`config.mk`:
```
export PLATFORM = sky130hd
export DESIGN_NAME = usb_irq_unit
export DESIGN_NICKNAME = d
export VERILOG_FILES = /design/src/rtl/usb_irq_pkg.sv /design/src/rtl/irq_w1c_bank.sv /design/src/rtl/irq_rsp_bank.sv /design/src/rtl/usb_irq_unit.sv
export SDC_FILE = /design/constraint.sdc
export NUM_CORES = 1
export LEC_CHECK = 0
export BUFFER_PORTS_ARGS = -buffer_cell sky130_fd_sc_hd__buf_2
export CAP_MARGIN = 0
export CORE_MARGIN = 1.5
export CORE_UTILIZATION = 44
export CTS_CLUSTER_SIZE = 25
export DETAILED_ROUTE_END_ITERATION = 10
export GPL_ROUTABILITY_DRIVEN = 0
export PLACE_DENSITY = 0.77
export REMOVE_ABC_BUFFERS = 1
export SKIP_LAST_GASP = 1
export SYNTH_ARGS = -nofsm -noshare
export SYNTH_HDL_FRONTEND = slang
export SYNTH_SLANG_ARGS = --single-unit
```
`constraint.sdc`:
```
create_clock -name clk -period 2 [get_ports clk]
set_input_delay 0.2 -clock clk [delete_from_list [all_inputs] [get_ports clk]]
set_output_delay 0.2 -clock clk [all_outputs]
set_load 0.03 [all_outputs]
```
`src/rtl/usb_irq_pkg.sv`:
```
package usb_irq_pkg;
  localparam int unsigned SUM_ADDR    = 0;
  localparam int unsigned SUM_EN_ADDR = 1;
  localparam int unsigned GEN_ADDR    = 2;
  localparam int unsigned GEN_EN_ADDR = 3;
  localparam int unsigned EP_BASE     = 16;
  localparam int unsigned EP_STRIDE   = 4;

  typedef enum logic [1:0] {
    EPR_STAT = 2'd0,
    EPR_EN   = 2'd1,
    EPR_SET  = 2'd2,
    EPR_CLR  = 2'd3
  } ep_reg_e;

  function automatic int unsigned ep_reg_addr(int unsigned ep, ep_reg_e kind);
    return EP_BASE + ep * EP_STRIDE + int'(unsigned'(kind));
  endfunction
endpackage

```
`src/rtl/irq_w1c_bank.sv`:
```
module irq_w1c_bank #(
  parameter int W = 8
) (
  input  logic         clk,
  input  logic         rst,
  input  logic [W-1:0] evt,
  input  logic         clr_we,
  input  logic         en_we,
  input  logic [W-1:0] wdata,
  output logic [W-1:0] stat,
  output logic [W-1:0] en,
  output logic         pend
);
  logic [W-1:0] clr_mask;

  assign clr_mask = clr_we ? wdata : '0;
  assign pend     = |(stat & en);

  always_ff @(posedge clk) begin
    if (rst) begin
      stat <= '0;
      en   <= '0;
    end else begin
      stat <= (stat & ~clr_mask) | evt;
      if (en_we) en <= wdata;
    end
  end

  AST_EVT_WINS: assert property (@(posedge clk) disable iff (rst)
    (|evt) |=> ((stat & $past(evt)) == $past(evt)));
  AST_W1C_CLEARS: assert property (@(posedge clk) disable iff (rst)
    (clr_we && ((wdata & ~evt) != '0)) |=> ((stat & $past(wdata) & ~$past(evt)) == '0));
  AST_SET_ONLY_BY_EVT: assert property (@(posedge clk) disable iff (rst)
    1'b1 |=> ((stat & ~$past(stat) & ~$past(evt)) == '0));
endmodule

```
`src/rtl/irq_rsp_bank.sv`:
```
module irq_rsp_bank #(
  parameter int W = 8
) (
  input  logic         clk,
  input  logic         rst,
  input  logic         set_we,
  input  logic         clr_we,
  input  logic [W-1:0] wdata,
  output logic [W-1:0] rsp
);
  always_ff @(posedge clk) begin
    if (rst)         rsp <= '0;
    else if (set_we) rsp <= rsp | wdata;
    else if (clr_we) rsp <= rsp & ~wdata;
  end

  AST_RSP_SET: assert property (@(posedge clk) disable iff (rst)
    set_we |=> ((rsp & $past(wdata)) == $past(wdata)));
  AST_RSP_CLR: assert property (@(posedge clk) disable iff (rst)
    (clr_we && !set_we) |=> ((rsp & $past(wdata)) == '0));
  AST_RSP_HOLD: assert property (@(posedge clk) disable iff (rst)
    (!set_we && !clr_we) |=> $stable(rsp));
endmodule

```
`src/rtl/usb_irq_unit.sv`:
```
module usb_irq_unit
  import usb_irq_pkg::*;
#(
  parameter int NUM_EP = 5,
  parameter int DW     = 8,
  parameter int AW     = 8
) (
  input  logic                 clk,
  input  logic                 rst,
  input  logic [AW-1:0]        bus_addr,
  input  logic                 bus_wr,
  input  logic [DW-1:0]        bus_wdata,
  output logic [DW-1:0]        bus_rdata,
  input  logic                 sof_pulse,
  input  logic [DW-1:0]        gen_evt,
  input  logic [NUM_EP*DW-1:0] ep_evt,
  output logic [NUM_EP*DW-1:0] ep_rsp,
  output logic                 irq
);
  localparam logic [DW-1:0] SUM_MASK =
    DW'((1 << NUM_EP) - 1) | (DW'(1) << (DW - 1));

  logic              hit_sum, hit_sum_en, hit_gen, hit_gen_en;
  logic              sof_q;
  logic [DW-1:0]     sum_en;
  logic [DW-1:0]     summary;
  logic [DW-1:0]     gen_stat, gen_en;
  logic              gen_pend;
  logic [NUM_EP-1:0] ep_pend;
  logic [DW-1:0]     ep_stat [NUM_EP];
  logic [DW-1:0]     ep_en   [NUM_EP];
  logic [DW-1:0]     rd_next;
  logic              irq_d;

  assign hit_sum    = bus_wr && (bus_addr == AW'(SUM_ADDR));
  assign hit_sum_en = bus_wr && (bus_addr == AW'(SUM_EN_ADDR));
  assign hit_gen    = bus_wr && (bus_addr == AW'(GEN_ADDR));
  assign hit_gen_en = bus_wr && (bus_addr == AW'(GEN_EN_ADDR));

  // General event register with its enable
  irq_w1c_bank #(.W(DW)) u_gen (
    .clk(clk), .rst(rst), .evt(gen_evt),
    .clr_we(hit_gen), .en_we(hit_gen_en), .wdata(bus_wdata),
    .stat(gen_stat), .en(gen_en), .pend(gen_pend)
  );

  // One event bank and one response bank per endpoint
  for (genvar n = 0; n < NUM_EP; n++) begin : g_ep
    logic hit_stat, hit_en, hit_set, hit_clr;
    assign hit_stat = bus_wr && (bus_addr == AW'(ep_reg_addr(n, EPR_STAT)));
    assign hit_en   = bus_wr && (bus_addr == AW'(ep_reg_addr(n, EPR_EN)));
    assign hit_set  = bus_wr && (bus_addr == AW'(ep_reg_addr(n, EPR_SET)));
    assign hit_clr  = bus_wr && (bus_addr == AW'(ep_reg_addr(n, EPR_CLR)));

    irq_w1c_bank #(.W(DW)) u_evt (
      .clk(clk), .rst(rst), .evt(ep_evt[n*DW +: DW]),
      .clr_we(hit_stat), .en_we(hit_en), .wdata(bus_wdata),
      .stat(ep_stat[n]), .en(ep_en[n]), .pend(ep_pend[n])
    );

    irq_rsp_bank #(.W(DW)) u_rsp (
      .clk(clk), .rst(rst), .set_we(hit_set), .clr_we(hit_clr),
      .wdata(bus_wdata), .rsp(ep_rsp[n*DW +: DW])
    );
  end

  // Start-of-frame flag and summary enable
  always_ff @(posedge clk) begin
    if (rst) begin
      sof_q  <= 1'b0;
      sum_en <= '0;
    end else begin
      sof_q <= (sof_q & ~(hit_sum & bus_wdata[DW-1])) | sof_pulse;
      if (hit_sum_en) sum_en <= bus_wdata & SUM_MASK;
    end
  end

  always_comb begin
    summary             = '0;
    summary[NUM_EP-1:0] = ep_pend;
    summary[DW-1]       = sof_q;
  end

  assign irq_d = (|(summary & sum_en)) | gen_pend;

  // Read mux
  always_comb begin
    rd_next = '0;
    if (bus_addr == AW'(SUM_ADDR))    rd_next = summary;
    if (bus_addr == AW'(SUM_EN_ADDR)) rd_next = sum_en;
    if (bus_addr == AW'(GEN_ADDR))    rd_next = gen_stat;
    if (bus_addr == AW'(GEN_EN_ADDR)) rd_next = gen_en;
    for (int n = 0; n < NUM_EP; n++) begin
      if (bus_addr == AW'(ep_reg_addr(n, EPR_STAT))) rd_next = ep_stat[n];
      if (bus_addr == AW'(ep_reg_addr(n, EPR_EN)))   rd_next = ep_en[n];
      if (bus_addr == AW'(ep_reg_addr(n, EPR_SET)) ||
          bus_addr == AW'(ep_reg_addr(n, EPR_CLR)))  rd_next = ep_rsp[n*DW +: DW];
    end
  end

  always_ff @(posedge clk) begin
    if (rst) begin
      bus_rdata <= '0;
      irq       <= 1'b0;
    end else begin
      bus_rdata <= rd_next;
      irq       <= irq_d;
    end
  end

  AST_SOF_SETS_FLAG: assert property (@(posedge clk) disable iff (rst)
    sof_pulse |=> summary[DW-1]);
  AST_IRQ_NEEDS_ENABLE: assert property (@(posedge clk) disable iff (rst)
    irq |-> ($past(sum_en) != '0 || $past(gen_en) != '0));
  AST_IRQ_FOLLOWS_PEND: assert property (@(posedge clk) disable iff (rst)
    (gen_pend || (|(summary & sum_en))) |=> irq);
  AST_SUM_EN_MASKED: assert property (@(posedge clk) disable iff (rst)
    (sum_en & ~SUM_MASK) == '0);
endmodule

```
=== After elaboration in Yosys (flattened, before gate mapping) ===
Index checks and enable logic that the tools add are counted.

* Output and inout port bits: 49
* Input bits: 68
* Logic and storage cells: 162
* Register bits after elaboration: 152

* Eq/ne operators: 23
* Bitwise operators: 41
* Reduce and logical (&&, ||, !) cells: 42
* Muxes and demuxes: 35

{| class="wikitable"
|+ Operator list
! operator !! count
|-
| 8-bit 2-to-1 mux || 35
|-
| 8-bit AND || 18
|-
| 8-bit by 5-bit == test with 1-bit output, second input constant || 16
|-
| 8-bit bitwise OR || 11
|-
| 8-bit inverter || 7
|-
| 8-bit OR reduction || 7
|-
| 8-bit by 6-bit == test with 1-bit output, second input constant || 4
|-
| 1-bit logical AND || 24
|-
| 8-bit by 2-bit == test with 1-bit output, second input constant || 2
|-
| 2-bit nonzero test || 5
|-
| 8-bit by 1-bit == test with 1-bit output, second input constant || 1
|-
| 8-bit zero test || 1
|-
| 1-bit logical OR || 5
|-
| 1-bit AND || 2
|-
| 1-bit bitwise OR || 2
|-
| 1-bit inverter || 1
|}

=== Longest topological paths before layout ===
Gate-level depths: netlist of run 1.

* Depth after elaboration: 21
* Gate-level depth with buffers: 9
* Mapped depth without buffers: 6

=== Cells and area by module ===
Synthesis of run 1 repeated with hierarchy kept, for this count alone.

* Cell total of the unflattened synthesis: 844
* Area, all modules: 7878.8 sq um

{| class="wikitable"
|+ By module, submodules not included
! module !! area each (sq um) !! instances !! sequential area each (sq um) !! cells an instance
|-
| irq_w1c_bank || 629.4 || 6 || 320.3 || 55
|-
| usb_irq_unit || 2332.2 || 1 || 320.3 || 339
|-
| irq_rsp_bank || 354.1 || 5 || 160.2 || 35
|}

=== Least setup slack after synthesis of run 1 ===
No wires, ideal clock.

* Kind: input to register
* From: input bus_addr[5]
* To: register bus_rdata[6]
* Path buffers: 2
* Slack: 114 ps
* Library setup time: 115 ps
* Required time: 1885 ps
* Stages: 7
* Data arrival time: 1772 ps
* Path through: or4b_1 buf_6 or2_1 buf_6 o32ai_1 nand4_1 o21a_1

* Cells in the longest elaborated chain, start to end: 19
* Elaborated cells on any way between the ends: 46
* Those cells by class: eq/ne (23); mux (18); reduce/logical (5)

{| class="wikitable"
|+ Ends and longest elaborated chain
! element !! RTL line !! text
|-
| start, declared || usb_irq_unit.sv:10 || <nowiki>input logic [AW-1:0] bus_addr,</nowiki>
|-
| 8-bit by 1-bit == test with 1-bit output || usb_irq_unit.sv:90 || <nowiki>if (bus_addr == AW'(SUM_EN_ADDR)) rd_next = sum_en;</nowiki>
|-
| 8-bit 2-to-1 mux || usb_irq_unit.sv:90 ||
|-
| 8-bit 2-to-1 mux || usb_irq_unit.sv:91 || <nowiki>if (bus_addr == AW'(GEN_ADDR)) rd_next = gen_stat;</nowiki>
|-
| 8-bit 2-to-1 mux || usb_irq_unit.sv:92 || <nowiki>if (bus_addr == AW'(GEN_EN_ADDR)) rd_next = gen_en;</nowiki>
|-
| 8-bit 2-to-1 mux || usb_irq_unit.sv:94 || <nowiki>if (bus_addr == AW'(ep_reg_addr(n, EPR_STAT))) rd_next = ep_stat[n];</nowiki>
|-
| 8-bit 2-to-1 mux || usb_irq_unit.sv:95 || <nowiki>if (bus_addr == AW'(ep_reg_addr(n, EPR_EN))) rd_next = ep_en[n];</nowiki>
|-
| 8-bit 2-to-1 mux || usb_irq_unit.sv:96 || <nowiki>if (bus_addr == AW'(ep_reg_addr(n, EPR_SET)) ||</nowiki>
|-
| 8-bit 2-to-1 mux || usb_irq_unit.sv:94 ||
|-
| [... 3 more ...] || n/a ||
|-
| 8-bit 2-to-1 mux || usb_irq_unit.sv:95 ||
|-
| 8-bit 2-to-1 mux || usb_irq_unit.sv:96 ||
|-
| 8-bit 2-to-1 mux || usb_irq_unit.sv:94 ||
|-
| 8-bit 2-to-1 mux || usb_irq_unit.sv:95 ||
|-
| 8-bit 2-to-1 mux || usb_irq_unit.sv:96 ||
|-
| 8-bit 2-to-1 mux || usb_irq_unit.sv:94 ||
|-
| 8-bit 2-to-1 mux || usb_irq_unit.sv:95 ||
|-
| 8-bit 2-to-1 mux (*) || usb_irq_unit.sv:96 ||
|-
| end signal, assigned || usb_irq_unit.sv:106 || <nowiki>bus_rdata <= rd_next;</nowiki>
|-
| end, declared || usb_irq_unit.sv:13 || <nowiki>output logic [DW-1:0] bus_rdata,</nowiki>
|}

Mark *: on every way between the ends. The rest lies on a longest branch, timed or not.
A chain may end at the register's enable or synchronous reset.

=== Final worst setup path of run 1 ===
* From: register g_ep[1].u_evt.en[0]
* To: register bus_rdata[1]

* Cells in the longest elaborated chain, start to end: 21

{| class="wikitable"
|+ Ends and longest elaborated chain
! element !! RTL line !! text
|-
| start, declared || irq_w1c_bank.sv:11 || <nowiki>output logic [W-1:0] en,</nowiki>
|-
| start signal, assigned || irq_w1c_bank.sv:25 || <nowiki>if (en_we) en <= wdata;</nowiki>
|-
| 8-bit AND || irq_w1c_bank.sv:17 || <nowiki>assign pend = |(stat & en);</nowiki>
|-
| 8-bit OR reduction || irq_w1c_bank.sv:17 ||
|-
| 8-bit 2-to-1 mux || usb_irq_unit.sv:89 || <nowiki>if (bus_addr == AW'(SUM_ADDR)) rd_next = summary;</nowiki>
|-
| 8-bit 2-to-1 mux || usb_irq_unit.sv:90 ||
|-
| 8-bit 2-to-1 mux || usb_irq_unit.sv:91 ||
|-
| 8-bit 2-to-1 mux || usb_irq_unit.sv:92 ||
|-
| 8-bit 2-to-1 mux || usb_irq_unit.sv:94 ||
|-
| 8-bit 2-to-1 mux || usb_irq_unit.sv:95 ||
|-
| [... 5 more ...] || n/a ||
|-
| 8-bit 2-to-1 mux || usb_irq_unit.sv:95 ||
|-
| 8-bit 2-to-1 mux || usb_irq_unit.sv:96 ||
|-
| 8-bit 2-to-1 mux || usb_irq_unit.sv:94 ||
|-
| 8-bit 2-to-1 mux || usb_irq_unit.sv:95 ||
|-
| 8-bit 2-to-1 mux || usb_irq_unit.sv:96 ||
|-
| 8-bit 2-to-1 mux || usb_irq_unit.sv:94 ||
|-
| 8-bit 2-to-1 mux || usb_irq_unit.sv:95 ||
|-
| 8-bit 2-to-1 mux || usb_irq_unit.sv:96 ||
|}

Every way passes these cells.

==> impl_metrics.py, run 1 <==
metrics = {
    "final_layout": {
        "register_area_um2": 3040,
        "final_nets": 1210,
        "post_layout_cell_count": 1375,
        "multi_input_gate_area_um2": 3990,
        "antennaDiodeCount": 0,
        "areaGrowthSynthToFinish_pct": 35.0,
        "post-route-cell-area_um2": 9910,
        "filler_cell_count": 1491,
        "final_layout_size_suffix_gt1_share_pct": 24.8,
        "post_layout_utilization_of_the_core_pct": 60.2,
    },
    "global_routing": {
        "grt_pass1_wl_um": 42800,
        "first_global_vias": 7906,
        "maximum_number_of_pins_on_one_net_before_global_route_repair": 61,
        "global_route.overflow_total": 0,
        "antenna_found_initial": 0,
        "grt_util_all_layers_pct": 31.5,
    },
    "synthesis": {
        "synth_edf_count": 0,
        "post_synth_mux_area_share_pct": 8.08,
        "synth_warn": 0,
        "yosysSeqAreaShare_pct": 41.4,
        "fraction_of_the_mapped_netlist_area_in_adder_cells_pct": 0,
        "synth_top_family_by_area": "compound AO/OA/AOI/OAI gates",
        "netlist_area_um2": 7340,
        "yosysUniqueCellTypes": 58,
        "synth_compound_gate_area_share_pct": 25.8,
        "post_synth.cell_area_avg_um2": 8.00,
        "synth_simple_gate_area_share_pct": 20.3,
        "synthXorXnorAreaFrac_pct": 0,
        "ys_seq_elements": 152,
        "synth_async_sr_flop_share_pct": 0,
        "syn-instance-count": 918,
        "ys_dominant_reg_cell": "sky130_fd_sc_hd__dfxtp_1",
    },
    "placement": {
        "dpl_worst_slack_ns": -0.219,
        "dp_cells": 1296,
        "placement.io_buffers": 116,
        "postPlaceCellArea_um2": 8830,
        "dpl.hpwl_um": 19500,
    },
    "worst_hold_path": {
        "worst_hold_startpoint": "gen_evt[7]",
        "worstHoldPathCells": 3,
        "hold_path.class": "primary input to flip-flop",
        "hold_crit_endpoint": "u_gen.stat[7]",
    },
    "outcome": {
        "status": "finished clean",
    },
    "setup_path": {
        "critical-path-top-delay-family": "compound AO/OA/AOI/OAI gates",
        "reg2reg_setup_slack_ns": 0.01,
        "endpoint_kind": "flip-flop",
        "timing_worst_setup_path_type": "flip-flop to flip-flop",
        "path_buf_inv": 0,
        "timing.rr.end": "bus_rdata[1]",
        "worstSetupStartpointType": "flip-flop",
        "cp_data_arrival_time_ns": 2.30,
        "timing.critical_path.cells": "a22oi_1, nand4_1, mux4_2, o2bb2ai_1, a221oi_2, nor4_1",
        "cpPeakStageDelay_ns": 0.53,
        "r2r_cells": 6,
        "critPathMaxFanout": 3,
        "critPathRequiredTime_ns": 2.31,
        "worstReg2RegStart": "g_ep[1].u_evt.en[0]",
        "critical-path-slowest-cell": "sky130_fd_sc_hd__mux4_2",
    },
    "routing": {
        "wl_um": 27800,
        "drt_pre_antenna_iters": 6,
        "drc_errors": 0,
        "drt-initial-drc-count": 1008,
        "dr_total_vias": 8418,
        "detail_route.vias_per_cell": 6.12,
        "residual_antenna_violating_net_count_after_detailed_routing": 0,
        "wl_per_cell_um": 20.2,
    },
    "clock_tree": {
        "cts-root-to-sink-buffers": 2,
        "tritoncts": "done",
        "clk_lat_worst_skew_ns": 0.44,
        "cts.sink_count": 152,
        "clkSlewWorstSetupHoldPaths_ns": 0.07,
        "htree_levels": 4,
        "post-cts-setup-buffers": 0,
        "numCtsBuffers": 17,
        "cts_root_buffer": "sky130_fd_sc_hd__clkbuf_16",
    },
    "die": {
        "chipHeight_um": 132,
        "pin_count": 117,
        "floorplan.initialDensity_pct": 44.6,
        "coreArea_um2": 16500,
        "design.die.area_um2": 17500,
        "rows": 47,
        "die_width_um": 132,
    },
    "power_and_ir_drop": {
        "leakage_nw": 4.17,
        "worst_ir_drop_vdd_v": 0.000631,
        "pwr_density_cell_nw_per_um2": 732,
        "report.power.total_mw": 7.26,
    },
    "sta": {
        "final.setup.worst_slack_ns": 0.0103,
        "timing.setup.tns_ns": 0,
        "hold_ws_ns": 0.00935,
        "timing.max_slew.rel_slack_pct": 56.2,
        "finClkSkew_ns": 0.00921,
        "timing.final.crit_share_pct": 99.5,
        "final-hold-violation-count": 0,
        "final_max_slew_viol_count": 0,
        "final.min_clock_period_ns": 1.99,
        "rsz_0062_raised_after_global_routing": "no",
        "setup_viol": 0,
        "tightest_slew_ns": 0.657,
        "fmaxAchievable_mhz": 503,
    },
    "run": {
        "cap_violations": 0,
    },
}
==> cells in the final DEF, fill, tap and decap left out, types with 3 or more instances in the layout <==
master / synthesis / final
sky130_fd_sc_hd__nand4_1: 9 / 9
sky130_fd_sc_hd__clkbuf_16: 0 / 17
sky130_fd_sc_hd__mux4_2: 3 / 3
sky130_fd_sc_hd__a22o_1: 5 / 5
sky130_fd_sc_hd__and3_1: 8 / 8
sky130_fd_sc_hd__dfxtp_1: 152 / 152
sky130_fd_sc_hd__a31oi_1: 16 / 16
sky130_fd_sc_hd__mux2_2: 4 / 4
sky130_fd_sc_hd__nor4_1: 7 / 7
sky130_fd_sc_hd__nand2b_1: 9 / 9
sky130_fd_sc_hd__dlygate4sd3_1: 0 / 47
sky130_fd_sc_hd__buf_2: 10 / 115
sky130_fd_sc_hd__nor3_1: 11 / 11
sky130_fd_sc_hd__o32ai_1: 3 / 3
sky130_fd_sc_hd__a311oi_1: 8 / 8
sky130_fd_sc_hd__o211ai_1: 3 / 3
sky130_fd_sc_hd__inv_6: 0 / 9
sky130_fd_sc_hd__mux2i_1: 48 / 48
sky130_fd_sc_hd__a221oi_1: 8 / 7
sky130_fd_sc_hd__o21a_1: 4 / 4
sky130_fd_sc_hd__nor2_2: 5 / 5
sky130_fd_sc_hd__a22oi_1: 24 / 24
sky130_fd_sc_hd__a21o_1: 3 / 3
sky130_fd_sc_hd__and2_1: 5 / 5
sky130_fd_sc_hd__o22ai_1: 8 / 8
sky130_fd_sc_hd__or3_1: 3 / 3
sky130_fd_sc_hd__nor2_1: 130 / 130
sky130_fd_sc_hd__o21ai_0: 56 / 56
sky130_fd_sc_hd__a211oi_1: 28 / 28
sky130_fd_sc_hd__nand2_1: 105 / 105
sky130_fd_sc_hd__nor2b_1: 5 / 5
sky130_fd_sc_hd__inv_1: 3 / 3
sky130_fd_sc_hd__o2bb2ai_1: 3 / 3
sky130_fd_sc_hd__buf_12: 0 / 6
sky130_fd_sc_hd__a21oi_1: 122 / 122
sky130_fd_sc_hd__buf_4: 2 / 110
sky130_fd_sc_hd__nand3_1: 19 / 19
==> cell type report <==
type,instances,share of cell area (%)
Multi-Input combinational cell,690,40.2
Tap cell,220,2.78
Sequential cell,152,30.7
Inverter,3,0.114
Clock inverter,15,1.79
Clock buffer,17,4.29
Timing Repair Buffer,278,20.1
==> how the worst max path moves through the flow <==
stage | startpoint | to | slack [ns] | cells after the start
2_1_floorplan | bus_addr[5] | bus_rdata[6] | -0.11 | 5
3_3_place_gp | bus_addr[5] | bus_rdata[6] | -0.15 | 6
3_5_place_dp | bus_addr[5] | bus_rdata[1] | -0.22 | 9
4_1_cts | g_ep[1].u_evt.en[0] | bus_rdata[1] | 0.004 | 6
5_1_grt | g_ep[1].u_evt.en[0] | bus_rdata[1] | 0.0006 | 6
6_report | g_ep[1].u_evt.en[0] | bus_rdata[1] | 0.01 | 6
==> per-layer routing <==
layer / global-route usage, % / vias to the layer above / routed length (µm)
li1: - / 3790 / -
met1: 40.8 / 3917 / 11100
met2: 48.5 / 605 / 12200
met3: 8.11 / 106 / 3130
met4: 16.6 / 0 / 1380
met5: 0 / - / 0
==> worst register-to-register path: stages (launching register included) <==
cell                        delay (ns)
sky130_fd_sc_hd__dfxtp_1          0.33
sky130_fd_sc_hd__a22oi_1          0.24
sky130_fd_sc_hd__nand4_1          0.21
sky130_fd_sc_hd__mux4_2           0.53
sky130_fd_sc_hd__o2bb2ai_1        0.17
sky130_fd_sc_hd__a221oi_2         0.28
sky130_fd_sc_hd__nor4_1           0.09
==> kinds of logic (layout without fill, tap and decap cells) <==
kind of cell    count (synthesis)  after routing
mux                            55             55
simple gates                  328            328
compound gates                307            307
buf+inv                        76            313
flops                         152            152
==> power breakdown <==
part | switching, mW | internal (mW)
clock | 1.43 | 1.89
combinational | 0.442 | 0.313
sequential | 0.0759 | 3.11
total | 1.95 | 5.31
==> repair_timing <==
action                     CTS  global route
setup endpoints to repair    0             1
hold endpoints to repair    47             0
resized for setup            0             1
hold buffers                47             0
==> cells in the mapped netlist (3+ instances only) <==
master	count	area share, %
sky130_fd_sc_hd__dfxtp_1	152	41
sky130_fd_sc_hd__a31oi_1	16	1.4
sky130_fd_sc_hd__inv_1	3	0.15
sky130_fd_sc_hd__nor2_2	5	0.43
sky130_fd_sc_hd__buf_1	11	0.56
sky130_fd_sc_hd__nand4_1	9	0.77
sky130_fd_sc_hd__clkbuf_1	48	2.5
sky130_fd_sc_hd__a22oi_1	24	2.5
sky130_fd_sc_hd__a211oi_1	28	2.9
sky130_fd_sc_hd__o211ai_1	3	0.31
sky130_fd_sc_hd__o21ai_0	56	3.8
sky130_fd_sc_hd__and3_1	8	0.68
sky130_fd_sc_hd__o22ai_1	8	0.68
sky130_fd_sc_hd__nor2b_1	5	0.43
sky130_fd_sc_hd__nor4_1	7	0.60
sky130_fd_sc_hd__o32ai_1	3	0.36
sky130_fd_sc_hd__o2bb2ai_1	3	0.36
sky130_fd_sc_hd__o21a_1	4	0.41
sky130_fd_sc_hd__nand2b_1	9	0.77
sky130_fd_sc_hd__nor2_1	130	6.6
sky130_fd_sc_hd__mux4_2	3	0.92
sky130_fd_sc_hd__a22o_1	5	0.60
sky130_fd_sc_hd__mux2_2	4	0.61
sky130_fd_sc_hd__nor3_1	11	0.75
sky130_fd_sc_hd__a221oi_1	8	0.95
sky130_fd_sc_hd__mux2i_1	48	6.5
sky130_fd_sc_hd__a21o_1	3	0.31
sky130_fd_sc_hd__or3_1	3	0.26
sky130_fd_sc_hd__and2_1	5	0.43
sky130_fd_sc_hd__buf_2	10	0.68
sky130_fd_sc_hd__a311oi_1	8	0.95
sky130_fd_sc_hd__nand3_1	19	1.3
sky130_fd_sc_hd__a21oi_1	122	8.3
sky130_fd_sc_hd__nand2_1	105	5.4
No activity file was read; power rests on OpenSTA's default activity.
==> inputs of run 2 (changes only) <==
--- a/config.mk
+++ b/config.mk
@@ -8,12 +8,13 @@
 export BUFFER_PORTS_ARGS = -buffer_cell sky130_fd_sc_hd__buf_2
 export CAP_MARGIN = 0
 export CORE_MARGIN = 1.5
-export CORE_UTILIZATION = 44
+export CORE_UTILIZATION = 40
 export CTS_CLUSTER_SIZE = 25
 export DETAILED_ROUTE_END_ITERATION = 10
 export GPL_ROUTABILITY_DRIVEN = 0
-export PLACE_DENSITY = 0.77
+export PLACE_DENSITY = 0.7
 export REMOVE_ABC_BUFFERS = 1
+export SETUP_SLACK_MARGIN = 0.05
 export SKIP_LAST_GASP = 1
 export SYNTH_ARGS = -nofsm -noshare
 export SYNTH_HDL_FRONTEND = slang
==> constraint.sdc (replaced) <==
create_clock -name clk -period 2.3 [get_ports clk]
set_input_delay 0.23 -clock clk [delete_from_list [all_inputs] [get_ports clk]]
set_output_delay 0.23 -clock clk [all_outputs]
set_load 0.03 [all_outputs]
==> impl_metrics.py, run 2 (synthesized netlist as in run 1, its figures left out) <==
metrics = {
    "routing": {
        "detail_route.vias_per_cell": 6.07,
        "dr_total_vias": 7864,
        "drt_pre_antenna_iters": 8,
        "wl_per_cell_um": 20.9,
        "drc_errors": 0,
        "drt-initial-drc-count": 979,
        "wl_um": 27000,
        "residual_antenna_violating_net_count_after_detailed_routing": 0,
    },
    "sta": {
        "fmaxAchievable_mhz": 484,
        "final-hold-violation-count": 0,
        "final.min_clock_period_ns": 2.06,
        "rsz_0062_raised_after_global_routing": "no",
        "timing.setup.tns_ns": 0,
        "setup_viol": 0,
        "timing.final.crit_share_pct": 89.8,
        "final_max_slew_viol_count": 0,
        "timing.max_slew.rel_slack_pct": 54.5,
        "finClkSkew_ns": 0.0129,
        "tightest_slew_ns": 0.682,
    },
    "setup_path": {
        "endpoint_kind": "flip-flop",
        "path_buf_inv": 0,
        "reg2reg_setup_slack_ns": 0.24,
        "crit_end": "bus_rdata[4]",
        "critical-path-slowest-cell": "sky130_fd_sc_hd__mux4_2",
        "worstSetupStartpointType": "flip-flop",
        "worstReg2RegStart": "g_ep[4].u_evt.en[3]",
        "timing.rr.end": "bus_rdata[4]",
        "critPathRequiredTime_ns": 2.60,
        "critical-path-top-delay-family": "compound AO/OA/AOI/OAI gates",
        "timing_worst_setup_path_type": "flip-flop to flip-flop",
        "critPathMaxFanout": 4,
        "timing.critical_path.cells": "a22oi_1, nand4_1, mux4_2, and2_1, o21ai_0, a21oi_1",
        "crit_cells": 6,
        "cpPeakStageDelay_ns": 0.52,
        "r2r_cells": 6,
        "cp_data_arrival_time_ns": 2.36,
        "crit_path_start": "g_ep[4].u_evt.en[3]",
    },
    "clock_tree": {
        "cts-root-to-sink-buffers": 2,
        "clk_lat_worst_skew_ns": 0.44,
        "cts_root_buffer": "sky130_fd_sc_hd__clkbuf_16",
        "numCtsBuffers": 17,
        "cts.sink_count": 152,
        "htree_levels": 4,
        "clkSlewWorstSetupHoldPaths_ns": 0.06,
        "post-cts-setup-buffers": 0,
        "tritoncts": "done",
    },
    "power_and_ir_drop": {
        "report.power.total_mw": 6.33,
        "pwr_density_cell_nw_per_um2": 689,
        "leakage_nw": 3.76,
        "worst_ir_drop_vdd_v": 0.000554,
    },
    "die": {
        "rows": 49,
        "die_width_um": 138,
        "chipHeight_um": 138,
        "design.die.area_um2": 19200,
        "coreArea_um2": 18000,
        "floorplan.initialDensity_pct": 40.9,
        "pin_count": 117,
    },
    "placement": {
        "placement.io_buffers": 116,
        "dpl.hpwl_um": 18800,
    },
    "final_layout": {
        "filler_cell_count": 1701,
        "final_layout_size_suffix_gt1_share_pct": 20.8,
        "most-common-layout-cells": "sky130_fd_sc_hd__dfxtp_1 (152), sky130_fd_sc_hd__nor2_1 (130), sky130_fd_sc_hd__a21oi_1 (122), sky130_fd_sc_hd__buf_2 (115), sky130_fd_sc_hd__nand2_1 (105)",
        "antennaDiodeCount": 0,
        "final_nets": 1123,
        "mostFrequentLayoutCell": "sky130_fd_sc_hd__dfxtp_1",
        "areaGrowthSynthToFinish_pct": 25.2,
    },
    "global_routing": {
        "grt_util_all_layers_pct": 28.2,
        "global_route.overflow_total": 0,
        "antenna_found_initial": 0,
        "maximum_number_of_pins_on_one_net_before_global_route_repair": 75,
        "grt_pass1_wl_um": 42400,
        "first_global_vias": 7292,
    },
    "worst_hold_path": {
        "worst_hold_startpoint": "ep_evt[39]",
        "hold_path.class": "primary input to flip-flop",
    },
    "outcome": {
        "status": "finished clean",
    },
    "run": {
        "cap_violations": 0,
    },
}
run 2: changes by cell type in the layout (fill, tap and decap cells not counted):
cell and change:
sky130_fd_sc_hd__a221oi_1 +1, sky130_fd_sc_hd__a221oi_2 -1, sky130_fd_sc_hd__buf_12 -2, sky130_fd_sc_hd__buf_4 -57
sky130_fd_sc_hd__bufinv_16 +2, sky130_fd_sc_hd__clkbuf_1 +2, sky130_fd_sc_hd__clkbuf_8 +4, sky130_fd_sc_hd__clkinv_2 +1
sky130_fd_sc_hd__dlygate4sd3_1 -28, sky130_fd_sc_hd__inv_6 -9, sky130_fd_sc_hd__inv_8 -2
run 2: through the flow:
step | cell area (µm²) | hold WS [ns] | util (%) | worst slack, ns | cells
6_report | 9190 | 0.00550 | 51.2 | 0.235 | 1295
3_5_place_dp | 8370 | 0.441 | 46.6 | 0.0549 | 1246
4_1_cts | 9190 | 0.0000707 | 51.2 | 0.259 | 1295
3_3_place_gp | 8370 | 0.434 | 46.6 | 0.0883 | 1246
5_1_grt | 9190 | 0.00515 | 51.2 | 0.160 | 1295
2_1_floorplan | 7030 | 0.299 | - | 0.156 | 845
run 2: repair_timing:
item                                   CTS  global route
gates resized for setup                  0             0
endpoints found under the hold margin   19             0
hold buffers                            19             0
run 2: where the power goes:
part / total (mW) / leakage, nW / switching, mW / internal, mW
registers: 2.78 / 1.24 / 0.0749 / 2.70
logic: 0.555 / 2.22 / 0.357 / 0.198
clock network: 3.00 / 0.305 / 1.08 / 1.92
run 2: worst min-delay path: stages:
cell and delay (ns):
sky130_fd_sc_hd__buf_2 0.08, sky130_fd_sc_hd__a21oi_1 0.03, sky130_fd_sc_hd__nor2_1 0.06
run 2: layer usage:
metal	routed length (µm)	vias to the layer above	share of wire [%]	track usage [%]
met5	0	-	0	0
met4	1110	0	4.1	12.2
met3	2830	90	10	7.31
met2	11400	485	42	40.7
met1	11700	3685	43	39.6
li1	-	3604	-	-
run 2: layout make-up:
type	instances	area [µm²]	area share [%]
multi-input combinational	690	3980	43.3
sequential	152	3040	33.1
timing repair buffer	191	1240	13.5
clock buffer	23	488	5.31
tap	229	287	3.12
clock inverter	7	141	1.54
inverter	3	11.3	0.122
run 2: worst min-delay path by stage:
stage	to	slack (ns)	cells after the start
finish	g_ep[4].u_evt.stat[7]	0.005	3
global route	u_gen.stat[7]	0.005	3
CTS	g_ep[3].u_evt.stat[2]	0.00007	3
detailed placement	g_ep[3].u_evt.stat[0]	0.44	3
global placement	g_ep[3].u_evt.stat[5]	0.43	3
floorplan	g_ep[1].u_evt.en[0]	0.30	1
